File: config.mk
export PLATFORM = sky130hd
export DESIGN_NAME = audio_ctl_i2c_rx
export DESIGN_NICKNAME = d
export VERILOG_FILES = /design/src/rtl/audio_ctl_i2c_rx.sv
export SDC_FILE = /design/constraint.sdc
export NUM_CORES = 1
export LEC_CHECK = 0
export BUFFER_PORTS_ARGS = -buffer_cell sky130_fd_sc_hd__buf_2
export CAP_MARGIN = 10
export CORE_MARGIN = 2
export CORE_UTILIZATION = 52
export DETAILED_ROUTE_END_ITERATION = 10
export PLACE_DENSITY = 0.79
export SYNTH_ARGS = -nofsm -noshare
export SYNTH_HDL_FRONTEND = slang
export SYNTH_SLANG_ARGS = --single-unit
export TNS_END_PERCENT = 100
File: constraint.sdc
create_clock -name clk -period 1.8 [get_ports clk]
set_clock_uncertainty 0.15 [all_clocks]
set_input_delay 0.09 -clock clk [delete_from_list [all_inputs] [get_ports clk]]
set_output_delay 0.09 -clock clk [all_outputs]
set_load 0.03 [all_outputs]
File: src/rtl/audio_ctl_i2c_rx.sv
module audio_ctl_i2c_rx #(
  parameter logic [7:0] DEV_ADDR  = 8'h88,
  parameter int         SYNC_LEN  = 2,
  parameter logic [3:0] GAIN_RST  = 4'd14
) (
  input  logic       clk,
  input  logic       rst_n,
  input  logic       scl_i,
  input  logic       sda_i,
  output logic       sda_pull,
  output logic       src_in1,
  output logic [4:0] gain_db,
  output logic [5:0] vol_db,
  output logic       vol_mute,
  output logic [6:0] spk_r_db,
  output logic       spk_r_mute,
  output logic [6:0] spk_l_db,
  output logic       spk_l_mute
);

  localparam int BITS = 8;
  localparam logic [3:0] LAST_BIT = 4'(BITS);

  typedef enum logic [2:0] {S_IDLE, S_ADDR, S_SUB, S_DATA, S_SKIP} st_t;

  logic [SYNC_LEN-1:0] scl_sh, sda_sh;
  logic scl_s, sda_s, scl_d, sda_d;
  logic scl_rise, scl_fall, start_det, stop_det;

  st_t        st;
  logic [3:0] bitcnt, idx, wr_idx;
  logic [7:0] shreg, wr_data;
  logic       in_ack, inc, wr_pulse;

  always_ff @(posedge clk or negedge rst_n) begin
    if (!rst_n) begin
      scl_sh <= '1;
      sda_sh <= '1;
      scl_d  <= 1'b1;
      sda_d  <= 1'b1;
    end else begin
      scl_sh <= {scl_sh[SYNC_LEN-2:0], scl_i};
      sda_sh <= {sda_sh[SYNC_LEN-2:0], sda_i};
      scl_d  <= scl_s;
      sda_d  <= sda_s;
    end
  end

  assign scl_s     = scl_sh[SYNC_LEN-1];
  assign sda_s     = sda_sh[SYNC_LEN-1];
  assign scl_rise  = scl_s & ~scl_d;
  assign scl_fall  = ~scl_s & scl_d;
  assign start_det = scl_s & scl_d & sda_d & ~sda_s;
  assign stop_det  = scl_s & scl_d & ~sda_d & sda_s;

  always_ff @(posedge clk or negedge rst_n) begin
    if (!rst_n) begin
      st       <= S_IDLE;
      bitcnt   <= '0;
      shreg    <= '0;
      in_ack   <= 1'b0;
      sda_pull <= 1'b0;
      idx      <= '0;
      inc      <= 1'b0;
      wr_pulse <= 1'b0;
      wr_idx   <= '0;
      wr_data  <= '0;
    end else begin
      wr_pulse <= 1'b0;
      if (start_det) begin
        st       <= S_ADDR;
        bitcnt   <= '0;
        in_ack   <= 1'b0;
        sda_pull <= 1'b0;
      end else if (stop_det) begin
        st       <= S_IDLE;
        bitcnt   <= '0;
        in_ack   <= 1'b0;
        sda_pull <= 1'b0;
      end else if (st != S_IDLE) begin
        if (scl_rise && !in_ack && bitcnt != LAST_BIT) begin
          shreg  <= {shreg[BITS-2:0], sda_s};
          bitcnt <= bitcnt + 4'd1;
        end else if (scl_fall) begin
          if (in_ack) begin
            in_ack   <= 1'b0;
            sda_pull <= 1'b0;
            bitcnt   <= '0;
          end else if (bitcnt == LAST_BIT) begin
            in_ack <= 1'b1;
            case (st)
              S_ADDR: begin
                if (shreg == DEV_ADDR) begin
                  st       <= S_SUB;
                  sda_pull <= 1'b1;
                end else begin
                  st <= S_SKIP;
                end
              end
              S_SUB: begin
                idx      <= shreg[3:0];
                inc      <= shreg[4];
                st       <= S_DATA;
                sda_pull <= 1'b1;
              end
              S_DATA: begin
                sda_pull <= 1'b1;
                wr_pulse <= 1'b1;
                wr_idx   <= idx;
                wr_data  <= shreg;
                if (inc) idx <= idx + 4'd1;
              end
              default: ;
            endcase
          end
        end
      end
    end
  end

  always_ff @(posedge clk or negedge rst_n) begin
    if (!rst_n) begin
      src_in1    <= 1'b0;
      gain_db    <= {GAIN_RST, 1'b0};
      vol_db     <= '0;
      vol_mute   <= 1'b1;
      spk_r_db   <= '0;
      spk_r_mute <= 1'b1;
      spk_l_db   <= '0;
      spk_l_mute <= 1'b1;
    end else if (wr_pulse) begin
      case (wr_idx)
        4'd0: if (wr_data[1]) src_in1 <= wr_data[0];
        4'd1: gain_db <= {wr_data[3:0], 1'b0};
        4'd2: begin
          if (wr_data[5:4] == 2'b11) vol_mute <= 1'b1;
          else begin
            vol_mute <= 1'b0;
            vol_db   <= wr_data[5:0];
          end
        end
        4'd6: begin
          if (wr_data[6:3] == 4'hF) spk_r_mute <= 1'b1;
          else if (wr_data[6:3] <= 4'd9) begin
            spk_r_mute <= 1'b0;
            spk_r_db   <= wr_data[6:0];
          end
        end
        4'd7: begin
          if (wr_data[6:3] == 4'hF) spk_l_mute <= 1'b1;
          else if (wr_data[6:3] <= 4'd9) begin
            spk_l_mute <= 1'b0;
            spk_l_db   <= wr_data[6:0];
          end
        end
        default: ;
      endcase
    end
  end

  assert_pull_scl_low_R2: assert property (@(posedge clk) disable iff (!rst_n)
    $rose(sda_pull) |-> !scl_s);

  assert_skip_quiet_R3: assert property (@(posedge clk) disable iff (!rst_n)
    (st == S_SKIP) |-> !sda_pull);

  assert_cfg_hold_R5: assert property (@(posedge clk) disable iff (!rst_n)
    !wr_pulse |=> $stable({src_in1, gain_db, vol_db, vol_mute,
                           spk_r_db, spk_r_mute, spk_l_db, spk_l_mute}));

  assert_idx_step_R6: assert property (@(posedge clk) disable iff (!rst_n)
    (wr_pulse && inc) |-> (idx == wr_idx + 4'd1));

  assert_vol_range_R9: assert property (@(posedge clk) disable iff (!rst_n)
    vol_db <= 6'd47);

  assert_spk_range_R10: assert property (@(posedge clk) disable iff (!rst_n)
    (spk_r_db <= 7'd79) && (spk_l_db <= 7'd79));

  assert_start_restart_R12: assert property (@(posedge clk) disable iff (!rst_n)
    start_det |=> (st == S_ADDR && bitcnt == 4'd0 && !in_ack));

endmodule

==> metrics.md <==
| Metric | Value |
|---|---|
| Status | `complete, but fails checks` |
| Failing checks | `negative setup slack` |
| Top cell type's share of synthesized area | `48.3%` |
| Hold_ws | `0.118 ns` |
| Max rail drop VDD | `0.877 mV` |
| Post-Syn Area | `2900 um2` |
| Critical path class | `reg2reg` |
| Drt pass-1 iters | `4` |
| Pwr/cell area | `887 nW/um2` |
| Multi-input gate area | `1290 um2` |
| Filler cells | `356` |
| Root Buffer Master | `clkbuf_8` |
| Vias post-DR | `2203` |
| Tcrit/Tclk final | `110%` |
| Nets | `326` |
| Fin area | `3890 um2` |
| Slew HR | `62.0%` |
| CP Max Fanout | `5` |
| Row count | `27` |
| WP data arrival | `2.05 ns` |
| Syn Inst Count | `232` |
| Most frequent cells in the layout | `56 x dfrtp_1, 40 x buf_4, 32 x buf_2` |
| Port bufs | `32` |
| Least-Margin Pin Slew | `0.569 ns` |
| Vias in the first global route | `2167` |
| Reg clk slew, reported paths | `0.07 ns` |
| Worst setup SP type | `flip-flop` |
| Reg2Reg Setup Slack | `-0.17 ns` |
| Post-synth EDFFs | `0` |
| Dpl hpwl | `4120 um` |
| # clock sinks | `68` |
| Area growth syn-to-layout | `34.3%` |
| Average size of a mapped cell | `12.5 um2` |
| Leak pwr | `2.00 nW` |
| Routed Antenna Nets | `0` |
| Crit path time final | `1.97 ns` |
| Distinct cells, synth | `43` |
| Total gr overflow | `0` |
| Setup crit end kind | `flip-flop` |
| Slew Viols, Final | `0` |
| CTS tree | `done` |
| # DRC | `0` |
| Clk Latency, worst-skew pair | `0.34 ns` |
| Synth warn | `0` |
| Share of layout cells above drive strength 1 | `52.5%` |
| Worst Path Required | `1.88 ns` |
| Dominant cells by area after synthesis | `dfrtp_1 48%, mux2_2 13%, dfstp_2 11%` |
| Post-Place Cell Area | `3360 um2` |
| Final Hold Fails | `0` |
| Unrepaired setup endpoints after global routing | `true` |
| Post-synth ARST share | `100%` |
| Synth Register Bits | `68` |
| HP Class | `in2async` |
| Register Area | `1720 um2` |
| Die height | `78.7 um` |
| CTS max path bufs | `2` |
| Die ar. | `6190 um2` |
| I/O pin count | `34` |
| Vias per inst | `5.56` |
| Antenna diodes | `0` |
| Cts bufs inserted | `9` |
| 1st-iter DRT viols | `78` |
| Endpoints failing setup | `31` |
| Syn_nets | `239` |
| Core region area | `5440 um2` |
| First-pass GRT wire length | `10400 um` |
| Post-DR wirelength/cell | `17.3 um` |
| Pin count of the biggest net entering global routing | `33` |
| Initial antenna violation count | `0` |
| Gr usage total | `22.4%` |
| Placer's final routability congestion estimate | `0.850` |
| Chip Width | `78.7 um` |
| Fmax | `507 MHz` |
| Setup WS post-layout | `-0.174 ns` |
| Sequential area share after synthesis | `59.2%` |
| WL final | `6860 um` |
| Synth area leader | `dfrtp_1` |
| H-tree levels | `3` |
| Initial Utilization | `53.3%` |
| Max-cap violation count | `0` |
| Commonest non-fill, non-tap cell in the layout | `dfrtp_1` |
| Top FF cell, synth | `dfrtp_1` |
final cells by class:
class / instances / share of cell area (%)
tap: 72 / 2.31
multi-input combinational: 151 / 33.1
clock buffer: 10 / 3.28
inverter: 7 / 0.675
clock inverter: 6 / 1.67
sequential: 68 / 44.1
timing repair buffer: 82 / 14.8
synth_stat cells (3+ instances only):
| library cell | number |
|---|---|
| dfrtp_1 | 56 |
| mux2_2 | 34 |
| nand2_1 | 30 |
| dfstp_2 | 12 |
| nor2_1 | 10 |
| a21oi_1 | 9 |
| nand3_1 | 8 |
| inv_1 | 7 |
| o21ai_0 | 6 |
| nor3b_1 | 5 |
| mux2_4 | 4 |
| nor3_1 | 4 |
| a211o_1 | 3 |
| a22o_1 | 3 |
| clkbuf_1 | 3 |
| ha_1 | 3 |
report_power, final:
| part | switching (mW) | internal, mW |
|---|---|---|
| Clock | 0.572 | 0.639 |
| Sequential | 0.120 | 1.64 |
| Combinational | 0.220 | 0.260 |
| Total | 0.912 | 2.54 |
through the flow:
stage                     std cells  TNS (ns)  power (mW)  utilization, %  worst slack (ns)
after CTS                       386    -0.949        3.42            68.3            -0.134
after floorplan                 232     -1.42        1.97               -            -0.191
after global placement          359    -0.609        2.14            61.7            -0.115
after global routing            396     -4.89        3.60            71.6            -0.221
final                           396     -2.45        3.45            71.6            -0.174
after detailed placement        359     -1.03        2.16            61.7            -0.142
worst max-delay path, cell delays in order (launching register included):
cell     delay (ns)
dfrtp_1        0.39
or3b_4         0.40
or3b_4         0.39
a21o_4         0.22
mux2_4         0.30
flip-flops by register name (all words and copies together) (netlist names), 2 cells and up:
signal    flops
shreg         8
spk_l_db      7
spk_r_db      7
wr_data       7
vol_db        6
bitcnt        4
gain_db       4
idx           4
wr_idx        4
st            3
scl_sh        2
sda_sh        2
cells by family (layout without fill, tap and decap cells):
group / after synthesis / after routing / synth area share, %
compound gates: 32 / 32 / 7.55
mux: 39 / 39 / 15.6
flops: 68 / 68 / 59.2
simple gates: 74 / 75 / 13.4
fa+ha+maj: 3 / 3 / 1.29
buf+inv: 14 / 105 / 2.50
xor+xnor: 1 / 1 / 0.302
other cells: 1 / 1 / 0.129
per-layer routing:
layer | GRT usage, % | share of wire (%)
met4 | 11.2 | 1.7
met3 | 4.71 | 3.4
met1 | 26.9 | 42
met2 | 38.1 | 53
met5 | 0 | 0
timing repair:
item	in CTS	in global routing
hold buffers	3	0
endpoints found under the hold margin	30	0
resized for setup	20	28
pin swaps	7	11
endpoints found under the setup margin	22	47
gates cloned	1	1
buffers inserted	7	10
worst paths after layout:
| kind | start | endpoint | cells past startpoint |
|---|---|---|---|
| min reg2reg | scl_sh[0] | scl_sh[1] | 0 |
| min in group clk | scl_sh[0] | scl_sh[1] | 0 |
| min | rst_n | spk_l_db[5] | 2 |
| max | wr_idx[3] | vol_db[2] | 4 |
| max in group asynchronous | rst_n | scl_sh[0] | 3 |
| max reg2reg | wr_idx[3] | vol_db[2] | 4 |
Power figures use the tool's default switching activity.
